$ cat src/rtl/spi_cmd_pkg.sv
package spi_cmd_pkg;
  localparam int unsigned WORD_W = 32;
  localparam int unsigned BYTE_W = 8;
  localparam int unsigned LANES  = WORD_W / BYTE_W;
  localparam int unsigned SEL_W  = 2;

  // word indices (byte offset / 4)
  localparam logic [1:0] IDX_CTL = 2'd0;
  localparam logic [1:0] IDX_CMD = 2'd1;
  localparam logic [1:0] IDX_DAT = 2'd2;

  // control word field positions
  localparam int unsigned CTL_TX_LSB   = 0;
  localparam int unsigned CTL_RX_LSB   = 4;
  localparam int unsigned CTL_GO_BIT   = 8;
  localparam int unsigned CTL_BUSY_BIT = 16;
  localparam int unsigned CTL_SEL_LSB  = 24;

  typedef enum logic [2:0] {
    ST_IDLE,
    ST_LOW,
    ST_HIGH,
    ST_TRAIL,
    ST_GAP1,
    ST_GAP2
  } seq_state_t;
endpackage

$ cat src/rtl/spi_cmd_regs.sv
module spi_cmd_regs
  import spi_cmd_pkg::*;
#(
  parameter int unsigned ADDR_W = 4,
  parameter int unsigned CNT_W  = 4
) (
  input  logic              clk,
  input  logic              rst_n,
  input  logic [ADDR_W-1:0] bus_addr,
  input  logic              bus_wr,
  input  logic              bus_rd,
  input  logic [WORD_W-1:0] bus_wdata,
  output logic [WORD_W-1:0] bus_rdata,
  input  logic              done_i,
  input  logic [WORD_W-1:0] rx_word_i,
  output logic              go_o,
  output logic              busy_o,
  output logic [CNT_W-1:0]  tx_cnt_o,
  output logic [CNT_W-1:0]  rx_cnt_o,
  output logic [SEL_W-1:0]  sel_o,
  output logic [WORD_W-1:0] cmd_o,
  output logic [WORD_W-1:0] dat_o
);
  localparam int unsigned IDX_W = ADDR_W - 2;

  logic [CNT_W-1:0]  tx_q, rx_q, tx_new, rx_new;
  logic [SEL_W-1:0]  sel_q;
  logic [WORD_W-1:0] cmd_q, dat_q, dat_d, rdata_q, rdata_d, ctl_word;
  logic              busy_q, busy_d;
  logic [IDX_W-1:0]  word_idx;
  logic              aligned, sel_ctl, sel_cmd, sel_dat, wr_ok;
  logic              ctl_en, cmd_en, dat_en, rd_en;

  // decode
  always_comb begin
    word_idx = bus_addr[ADDR_W-1:2];
    aligned  = (bus_addr[1:0] == 2'b00);
    sel_ctl  = aligned && (word_idx == IDX_W'(IDX_CTL));
    sel_cmd  = aligned && (word_idx == IDX_W'(IDX_CMD));
    sel_dat  = aligned && (word_idx == IDX_W'(IDX_DAT));
    wr_ok    = bus_wr && !busy_q;
    tx_new   = bus_wdata[CTL_TX_LSB +: CNT_W];
    rx_new   = bus_wdata[CTL_RX_LSB +: CNT_W];
    go_o     = wr_ok && sel_ctl && bus_wdata[CTL_GO_BIT] &&
               ((tx_new != '0) || (rx_new != '0));
    ctl_en   = wr_ok && sel_ctl;
    cmd_en   = wr_ok && sel_cmd;
    dat_en   = (wr_ok && sel_dat) || (done_i && (rx_q != '0));
    rd_en    = bus_rd;
  end

  // next state
  always_comb begin
    busy_d = busy_q;
    if (go_o)        busy_d = 1'b1;
    else if (done_i) busy_d = 1'b0;

    dat_d = (done_i && (rx_q != '0)) ? rx_word_i : bus_wdata;

    ctl_word = '0;
    ctl_word[CTL_TX_LSB +: CNT_W]  = tx_q;
    ctl_word[CTL_RX_LSB +: CNT_W]  = rx_q;
    ctl_word[CTL_BUSY_BIT]         = busy_q;
    ctl_word[CTL_SEL_LSB +: SEL_W] = sel_q;

    rdata_d = '0;
    if (sel_ctl)      rdata_d = ctl_word;
    else if (sel_cmd) rdata_d = cmd_q;
    else if (sel_dat) rdata_d = dat_q;
  end

  // registers
  always_ff @(posedge clk or negedge rst_n) begin
    if (!rst_n) begin
      tx_q    <= '0;
      rx_q    <= '0;
      sel_q   <= '0;
      cmd_q   <= '0;
      dat_q   <= '0;
      busy_q  <= 1'b0;
      rdata_q <= '0;
    end else begin
      busy_q <= busy_d;
      if (ctl_en) begin
        tx_q  <= tx_new;
        rx_q  <= rx_new;
        sel_q <= bus_wdata[CTL_SEL_LSB +: SEL_W];
      end
      if (cmd_en) cmd_q   <= bus_wdata;
      if (dat_en) dat_q   <= dat_d;
      if (rd_en)  rdata_q <= rdata_d;
    end
  end

  assign bus_rdata = rdata_q;
  assign busy_o    = busy_q;
  assign tx_cnt_o  = tx_q;
  assign rx_cnt_o  = rx_q;
  assign sel_o     = sel_q;
  assign cmd_o     = cmd_q;
  assign dat_o     = dat_q;

  AST_CMD_HELD_WHILE_BUSY: assert property (@(posedge clk) disable iff (!rst_n)
    (busy_q && bus_wr && sel_cmd) |=> $stable(cmd_q));

  AST_CTL_HELD_WHILE_BUSY: assert property (@(posedge clk) disable iff (!rst_n)
    (busy_q && bus_wr && sel_ctl) |=> ($stable(tx_q) && $stable(rx_q) && $stable(sel_q)));
endmodule

$ cat src/rtl/spi_cmd_clkgen.sv
module spi_cmd_clkgen
  import spi_cmd_pkg::*;
#(
  parameter int unsigned S_W = SEL_W
) (
  input  logic           clk,
  input  logic           rst_n,
  input  logic           en_i,
  input  logic [S_W-1:0] sel_i,
  output logic           tick_o
);
  localparam int unsigned DIV_CNT_W = (1 << S_W) - 1;

  logic [DIV_CNT_W-1:0] cnt_q, cnt_d, lim;
  logic                 cnt_en;

  always_comb begin
    lim    = DIV_CNT_W'((32'd1 << sel_i) - 32'd1);
    tick_o = en_i && (cnt_q == lim);
    cnt_en = en_i || (cnt_q != '0);
    cnt_d  = (!en_i || tick_o) ? '0 : cnt_q + DIV_CNT_W'(1);
  end

  always_ff @(posedge clk or negedge rst_n) begin
    if (!rst_n)      cnt_q <= '0;
    else if (cnt_en) cnt_q <= cnt_d;
  end
endmodule

$ cat src/rtl/spi_cmd_shifter.sv
module spi_cmd_shifter
  import spi_cmd_pkg::*;
#(
  parameter int unsigned CNT_W = 4
) (
  input  logic              clk,
  input  logic              rst_n,
  input  logic              go_i,
  input  logic              tick_i,
  input  logic [CNT_W-1:0]  tx_cnt_i,
  input  logic [CNT_W-1:0]  rx_cnt_i,
  input  logic [WORD_W-1:0] cmd_i,
  input  logic [WORD_W-1:0] dat_i,
  input  logic              miso_i,
  output logic              active_o,
  output logic              done_o,
  output logic [WORD_W-1:0] rx_word_o,
  output logic              sck_o,
  output logic              cs_n_o,
  output logic              mosi_o
);
  localparam int unsigned BYTE_IDX_W = CNT_W + 1;
  localparam int unsigned BIT_W      = BYTE_IDX_W + 3;
  localparam int unsigned LANE_W     = $clog2(LANES);

  seq_state_t             state_q, state_d;
  logic [BIT_W-1:0]       bit_q, bit_d, last_bit;
  logic                   sck_q, sck_d, cs_n_q, cs_n_d;
  logic [WORD_W-1:0]      rxw_q, rxw_d;
  logic [BYTE_IDX_W-1:0]  total_bytes, last_byte, byte_idx, rx_idx;
  logic [2:0]             bpos;
  logic                   in_tx, rx_keep, framed;
  logic [BYTE_W-1:0]      tx_byte;
  logic [LANE_W+2:0]      rx_pos;

  // stream position decode
  always_comb begin
    total_bytes = BYTE_IDX_W'(tx_cnt_i) + BYTE_IDX_W'(rx_cnt_i);
    last_byte   = total_bytes - BYTE_IDX_W'(1);
    last_bit    = {last_byte, 3'b111};
    byte_idx    = bit_q[BIT_W-1:3];
    bpos        = bit_q[2:0];
    in_tx       = byte_idx < BYTE_IDX_W'(tx_cnt_i);
    rx_idx      = byte_idx - BYTE_IDX_W'(tx_cnt_i);
    rx_keep     = !in_tx && (rx_idx < BYTE_IDX_W'(LANES));
    rx_pos      = {rx_idx[LANE_W-1:0], ~bpos};

    // command byte, address high to low, then data low to high, then padding
    if (byte_idx == '0)
      tx_byte = cmd_i[BYTE_W-1:0];
    else if (byte_idx < BYTE_IDX_W'(LANES))
      tx_byte = cmd_i[(LANES - int'(byte_idx)) * BYTE_W +: BYTE_W];
    else if (byte_idx < BYTE_IDX_W'(2 * LANES))
      tx_byte = dat_i[(int'(byte_idx) - LANES) * BYTE_W +: BYTE_W];
    else
      tx_byte = '0;

    framed = (state_q == ST_LOW) || (state_q == ST_HIGH) || (state_q == ST_TRAIL);
    mosi_o = framed && in_tx && tx_byte[~bpos];
  end

  // next state
  always_comb begin
    state_d = state_q;
    bit_d   = bit_q;
    sck_d   = sck_q;
    cs_n_d  = cs_n_q;
    rxw_d   = rxw_q;
    unique case (state_q)
      ST_IDLE: if (go_i) begin
        state_d = ST_LOW;
        bit_d   = '0;
        cs_n_d  = 1'b0;
        rxw_d   = '0;
      end
      ST_LOW: if (tick_i) begin
        sck_d   = 1'b1;
        state_d = ST_HIGH;
        if (rx_keep) rxw_d[rx_pos] = miso_i;
      end
      ST_HIGH: if (tick_i) begin
        sck_d = 1'b0;
        if (bit_q == last_bit) begin
          state_d = ST_TRAIL;
        end else begin
          bit_d   = bit_q + BIT_W'(1);
          state_d = ST_LOW;
        end
      end
      ST_TRAIL: if (tick_i) begin
        cs_n_d  = 1'b1;
        state_d = ST_GAP1;
      end
      ST_GAP1: if (tick_i) state_d = ST_GAP2;
      ST_GAP2: if (tick_i) state_d = ST_IDLE;
      default: state_d = ST_IDLE;
    endcase
  end

  always_ff @(posedge clk or negedge rst_n) begin
    if (!rst_n) begin
      state_q <= ST_IDLE;
      bit_q   <= '0;
      sck_q   <= 1'b0;
      cs_n_q  <= 1'b1;
      rxw_q   <= '0;
    end else begin
      state_q <= state_d;
      bit_q   <= bit_d;
      sck_q   <= sck_d;
      cs_n_q  <= cs_n_d;
      rxw_q   <= rxw_d;
    end
  end

  assign active_o  = (state_q != ST_IDLE);
  assign done_o    = (state_q == ST_GAP2) && tick_i;
  assign rx_word_o = rxw_q;
  assign sck_o     = sck_q;
  assign cs_n_o    = cs_n_q;

  AST_SCK_MOVES_ON_TICK: assert property (@(posedge clk) disable iff (!rst_n)
    !tick_i |=> $stable(sck_q));

  AST_GAP_BEFORE_DONE: assert property (@(posedge clk) disable iff (!rst_n)
    done_o |-> (cs_n_q && $past(cs_n_q) && !sck_q));
endmodule

$ cat src/rtl/spi_cmd_engine.sv
module spi_cmd_engine
  import spi_cmd_pkg::*;
#(
  parameter int unsigned ADDR_W = 4,
  parameter int unsigned CNT_W  = 4
) (
  input  logic              clk,
  input  logic              rst_n,
  input  logic [ADDR_W-1:0] bus_addr,
  input  logic              bus_wr,
  input  logic              bus_rd,
  input  logic [WORD_W-1:0] bus_wdata,
  output logic [WORD_W-1:0] bus_rdata,
  output logic              spi_sck,
  output logic              spi_cs_n,
  output logic              spi_mosi,
  input  logic              spi_miso
);
  logic              rst_meta, rst_sync;
  logic              go, busy, done, active, tick;
  logic [CNT_W-1:0]  tx_cnt, rx_cnt;
  logic [SEL_W-1:0]  sel;
  logic [WORD_W-1:0] cmd, dat, rx_word;

  // asynchronous assert, synchronous release
  always_ff @(posedge clk or negedge rst_n) begin
    if (!rst_n) begin
      rst_meta <= 1'b0;
      rst_sync <= 1'b0;
    end else begin
      rst_meta <= 1'b1;
      rst_sync <= rst_meta;
    end
  end

  spi_cmd_regs #(.ADDR_W(ADDR_W), .CNT_W(CNT_W)) u_regs (
    .clk       (clk),
    .rst_n     (rst_sync),
    .bus_addr  (bus_addr),
    .bus_wr    (bus_wr),
    .bus_rd    (bus_rd),
    .bus_wdata (bus_wdata),
    .bus_rdata (bus_rdata),
    .done_i    (done),
    .rx_word_i (rx_word),
    .go_o      (go),
    .busy_o    (busy),
    .tx_cnt_o  (tx_cnt),
    .rx_cnt_o  (rx_cnt),
    .sel_o     (sel),
    .cmd_o     (cmd),
    .dat_o     (dat)
  );

  spi_cmd_clkgen #(.S_W(SEL_W)) u_clkgen (
    .clk    (clk),
    .rst_n  (rst_sync),
    .en_i   (active),
    .sel_i  (sel),
    .tick_o (tick)
  );

  spi_cmd_shifter #(.CNT_W(CNT_W)) u_shifter (
    .clk       (clk),
    .rst_n     (rst_sync),
    .go_i      (go),
    .tick_i    (tick),
    .tx_cnt_i  (tx_cnt),
    .rx_cnt_i  (rx_cnt),
    .cmd_i     (cmd),
    .dat_i     (dat),
    .miso_i    (spi_miso),
    .active_o  (active),
    .done_o    (done),
    .rx_word_o (rx_word),
    .sck_o     (spi_sck),
    .cs_n_o    (spi_cs_n),
    .mosi_o    (spi_mosi)
  );

  AST_CS_HIGH_WHEN_IDLE: assert property (@(posedge clk) disable iff (!rst_sync)
    !busy |-> spi_cs_n);

  AST_SCK_ONLY_IN_FRAME: assert property (@(posedge clk) disable iff (!rst_sync)
    spi_sck |-> !spi_cs_n);

  AST_ACTIVE_MATCHES_BUSY: assert property (@(posedge clk) disable iff (!rst_sync)
    go |=> (busy && active));
endmodule

$ cat config.mk
export PLATFORM = sky130hd
export DESIGN_NAME = spi_cmd_engine
export DESIGN_NICKNAME = d
export VERILOG_FILES = /design/src/rtl/spi_cmd_pkg.sv /design/src/rtl/spi_cmd_regs.sv /design/src/rtl/spi_cmd_clkgen.sv /design/src/rtl/spi_cmd_shifter.sv /design/src/rtl/spi_cmd_engine.sv
export SDC_FILE = /design/constraint.sdc
export NUM_CORES = 1
export LEC_CHECK = 0
export BUFFER_PORTS_ARGS = -buffer_cell sky130_fd_sc_hd__buf_2
export CAP_MARGIN = 5
export CORE_MARGIN = 2
export CORE_UTILIZATION = 55
export CTS_CLUSTER_SIZE = 24
export DETAILED_ROUTE_END_ITERATION = 6
export GPL_TIMING_DRIVEN = 1
export PLACE_DENSITY = 0.85
export SKIP_CTS_REPAIR_TIMING = 1
export SYNTH_ARGS = -nofsm -noshare
export SYNTH_HDL_FRONTEND = slang
export SYNTH_SLANG_ARGS = --single-unit
export TNS_END_PERCENT = 100
$ cat constraint.sdc
create_clock -name clk -period 4.35 [get_ports clk]
set_input_delay 0.2175 -clock clk [delete_from_list [all_inputs] [get_ports clk]]
set_output_delay 0.2175 -clock clk [all_outputs]
set_load 0.02 [all_outputs]
==> flow_summary_export.csv <==
group,metric,value,unit
die,floorplan.die.height,130.9,microns
power_and_ir_drop,power.leakage,4.007,nW
worst_setup_path,setup.worst_path.end_class,"output pin",
layout,num-nets-final,972,
synthesis,post_synthesis_share_of_cell_area_spent_on_full_adders_half_adders_and_majority_gates,3.560,%
timing,rsz0062_at_grt,"no",
global_routing,first_global_vias,6908,
power_and_ir_drop,switching_share,39.87,%
synthesis,yosys_warnings,0,
worst_setup_path,cells_along_the_critical_path,"inv_1, ha_1, mux4_2, mux2_2, o22ai_1, or3_1, a21oi_1, buf_2",
synthesis,yosys.cell_count.top_type,"dfrtp_1",
global_routing,pin_count_of_the_biggest_net_entering_global_routing,81,
power_and_ir_drop,pwr-share-seq,38.5,%
power_and_ir_drop,netSwitchingPower,2.709,mW
timing,achievable-frequency,283.4,MHz
timing,totalNegativeSetupSlack,0,ps
layout,flow.area_growth_from_synthesis,11.43,%
timing,post-route-min-period,3529,ps
global_routing,number_of_antenna_violations_at_the_first_check_in_global_routing,0,
worst_setup_path,crit_start,"u_shifter.bit_q[4]",
routing,wl_met3,2239,microns
routing,drc,0,
run,maximum_capacitance_violations,0,
synthesis,ys_dominant_reg_cell,"dfrtp_1",
placed_design,detailedPlace.worstSlack,1157,ps
worst_setup_path,ff2ff_setup_slack,1050,ps
worst_setup_path,critical_path.max_fanout,16,
synthesis,synth_area_leaders,"dfrtp_1 (44%), mux2_2 (4.6%), mux2i_1 (4.5%)",
worst_setup_path,slowest_stage,"dfrtp_1",
layout,final.fill_count,1193,
synthesis,largest_family_of_logic_cells_by_synthesized_area,"compound AO/OA/AOI/OAI gates",
timing,timing.clock.skew,12.81,ps
cts,ctsLongestPathBuffers,2,
timing,final.period_utilization,81.13,%
routing,routed_wire_length_per_instance,21.21,microns
power_and_ir_drop,combinationalPowerShare,39.9,%
synthesis,synth_cell_types,63,
power_and_ir_drop,pwr-share-clk,21.6,%
global_routing,groute.usage.overall,28.72,%
synthesis,synthDominantCellAreaShare,44.07,%
worst_setup_path,reg2reg_to,"u_shifter.bit_q[6]",
power_and_ir_drop,peakVddDrop,269.2,uV
timing,drv_slew,0,
timing,final.setup.worst_slack,820.9,ps
die,chipWidth,130.9,microns
worst_setup_path,critical_path.startpoint_type,"flop",
worst_setup_path,cp_top_family,"flip-flops",
routing,drt_wl_total,24080,microns
worst_setup_path,slowest_cell_delay_on_critical_path,720,ps
synthesis,yosys-mux-area-fraction,12.91,%
global_routing,gr-total-overflow,0,
die,std_cell_rows,46,
global_routing,first_pass_grt_wire_length,37570,microns
worst_setup_path,critPathKind,"reg2out",
hold_path,min-delay-path-class,"in2reg",
synthesis,yosysSeqAreaShare,44.37,%
synthesis,syn_avg_cell_area,10.25,sq um
die,floorplan.initialDensity,55.96,%
cts,cts_made_buffers,17,
die,core_area,0.01583,sq mm
routing,drt-pass1-iter-count,7,
cts,worstSkewPairLatency,430,ps
power_and_ir_drop,intPower,4.086,mW
synthesis,synth_async_sr_flop_share,100.0,%
worst_setup_path,reg2reg_from,"u_shifter.bit_q[0]",
routing,antenna_left,0,
cts,clock-sinks,157,
worst_setup_path,crit_cells,8,
worst_setup_path,endpoint,"spi_mosi",
layout,diodes,0,
synthesis,synth_top_cell_by_area,"dfrtp_1",
routing,top_layer,"met4",
synthesis,syn-num-nets,929,
synthesis,synth_commonest_cells,"dfrtp_1 (156), nand2_1 (63), inv_1 (58)",
routing,wl_met2,11250,microns
power_and_ir_drop,p_per_area,688.5,mW/mm^2
worst_setup_path,crit_arrival,3310,ps
synthesis,synth_xor_area_share,0.9888,%
worst_setup_path,cp.buffers_inverters,2,
synthesis,synth_simple_gate_area_share,13.74,%
timing,finalSetupViolCount,0,
synthesis,syn_inst,864,
placed_design,detailed_place_hpwl,16440,microns
routing,drt-initial-drc-count,975,
outcome,result_of_the_run,"completed",
cts,clk_transition_reported_paths,60,ps
routing,route.layer.met1.wl,9762,microns
cts,clock-root-buffer,"clkbuf_16",
worst_setup_path,crit_path_required_time,4130,ps
worst_setup_path,worst_r2r_path_depth,7,
synthesis,number_of_flops_mapped_to_enable_cells_by_yosys,0,
synthesis,synth_compound_area_share,18.39,%
routing,via_count,7295,
cts,clock_tree.htree_level_count,4,
synthesis,synth.cell_area,0.008857,sq mm
cts,tritoncts,"yes",
timing,final-hold-violation-count,0,
synthesis,yosys_register_bits,157,
die,io_count,76,
layout,post_route_cells_drive_above_1_share,26.12,%
die,fp.dieArea,0.01713,sq mm
placed_design,gpl.final_weighted_congestion,0.9945,
timing,timing.slew.headroom,21.09,%
placed_design,io_buffers,75,
routing,viasPerCell,6.427,
timing,worstMarginPinSlew,1184,ps
-- per-stage QoR --
| stage | area [sq um] | util [%] | instances | total power, mW | hold WS, ps |
|---|---|---|---|---|---|
| 6_report | 9869 | 62.36 | 1135 | 6.795 | 35.39 |
| 2_1_floorplan | 8859 | - | 864 | 4.505 | -78.09 |
| 3_5_place_dp | 9284 | 58.66 | 1103 | 5.245 | 5.196 |
| 5_1_grt | 9869 | 62.36 | 1135 | 7.149 | 26.48 |
| 4_1_cts | 9859 | 62.29 | 1134 | 6.723 | -446.1 |
| 3_3_place_gp | 9284 | 58.66 | 1103 | 5.123 | 4.725 |
-- worst min-delay path, stage by stage --
cell	delay, ps
buf_2	110
nand2_1	50
nand2_1	50
-- registers in the layout, indices dropped and copies added (netlist names), 3 cells and up --
| register | cells |
|---|---|
| u_regs.bus_rdata | 32 |
| u_regs.cmd_o | 32 |
| u_regs.dat_o | 32 |
| u_shifter.rx_word_o | 32 |
| u_shifter.bit_q | 8 |
| u_regs.rx_cnt_o | 4 |
| u_regs.tx_cnt_o | 4 |
| u_clkgen.cnt_q | 3 |
| u_shifter.state_q | 3 |
-- worst min path at each step --
stage	cells past startpoint	from	end
5_1_grt	3	bus_wdata[24]	u_regs.sel_o[0]
2_1_floorplan	0	rst_n	rst_meta
3_3_place_gp	1	rst_n	rst_meta
4_1_cts	1	rst_n	rst_sync
6_report	3	bus_wdata[24]	u_regs.sel_o[0]
3_5_place_dp	1	rst_n	rst_meta
-- final cells by class --
| type | count | area, sq um | area share [%] |
|---|---|---|---|
| Clock inverter | 10 | 115.1 | 1.166 |
| Multi-Input combinational cell | 588 | 4410 | 44.69 |
| Sequential cell | 157 | 3934 | 39.86 |
| Tap cell | 216 | 270.3 | 2.738 |
| Inverter | 59 | 221.5 | 2.244 |
| Timing Repair Buffer | 84 | 457.9 | 4.640 |
| Clock buffer | 21 | 460.4 | 4.665 |
-- layer usage --
metal  vias to the layer above  GRT usage (%)
li1                       3213              -
met1                      3547          39.36
met2                       460          44.61
met3                        75          6.474
met4                         0          11.58
met5                         -              0
-- cells in the final DEF (no fill, tap or decap), types with 12 or more instances in the layout --
cell,synthesis,final
mux4_2,15,15
clkbuf_16,0,17
ha_1,22,22
o21ai_1,31,31
a21oi_1,15,15
a31oi_1,33,33
a21oi_2,32,32
nor2_2,29,30
nor2_1,18,17
mux2i_1,40,40
nand2b_1,17,17
o211ai_1,13,13
a22o_1,12,12
buf_2,14,75
and3_1,39,38
mux2_2,36,36
inv_1,58,58
o22ai_1,23,23
nand3_1,13,13
dfrtp_1,156,155
nand2_1,63,63
o21ai_0,31,31
a22oi_1,22,22
-- cells by family (layout without fill, tap and decap cells) --
family	count (synthesis)	count (layout)
compound gates	235	235
simple gates	227	227
flops	157	157
buf+inv	119	174
mux	91	91
fa+ha+maj	24	24
xor+xnor	10	10
other cells	1	1
-- power groups by stage --
stage	sequential, mW	clock [mW]	combinational [mW]
CTS	2.58	1.46	2.68
floorplan	2.30	0	2.20
global route	2.66	1.53	2.96
finish	2.62	1.47	2.71
detailed placement	2.59	0	2.65
global placement	2.57	0	2.56
No activity file was read; power rests on OpenSTA's default activity.
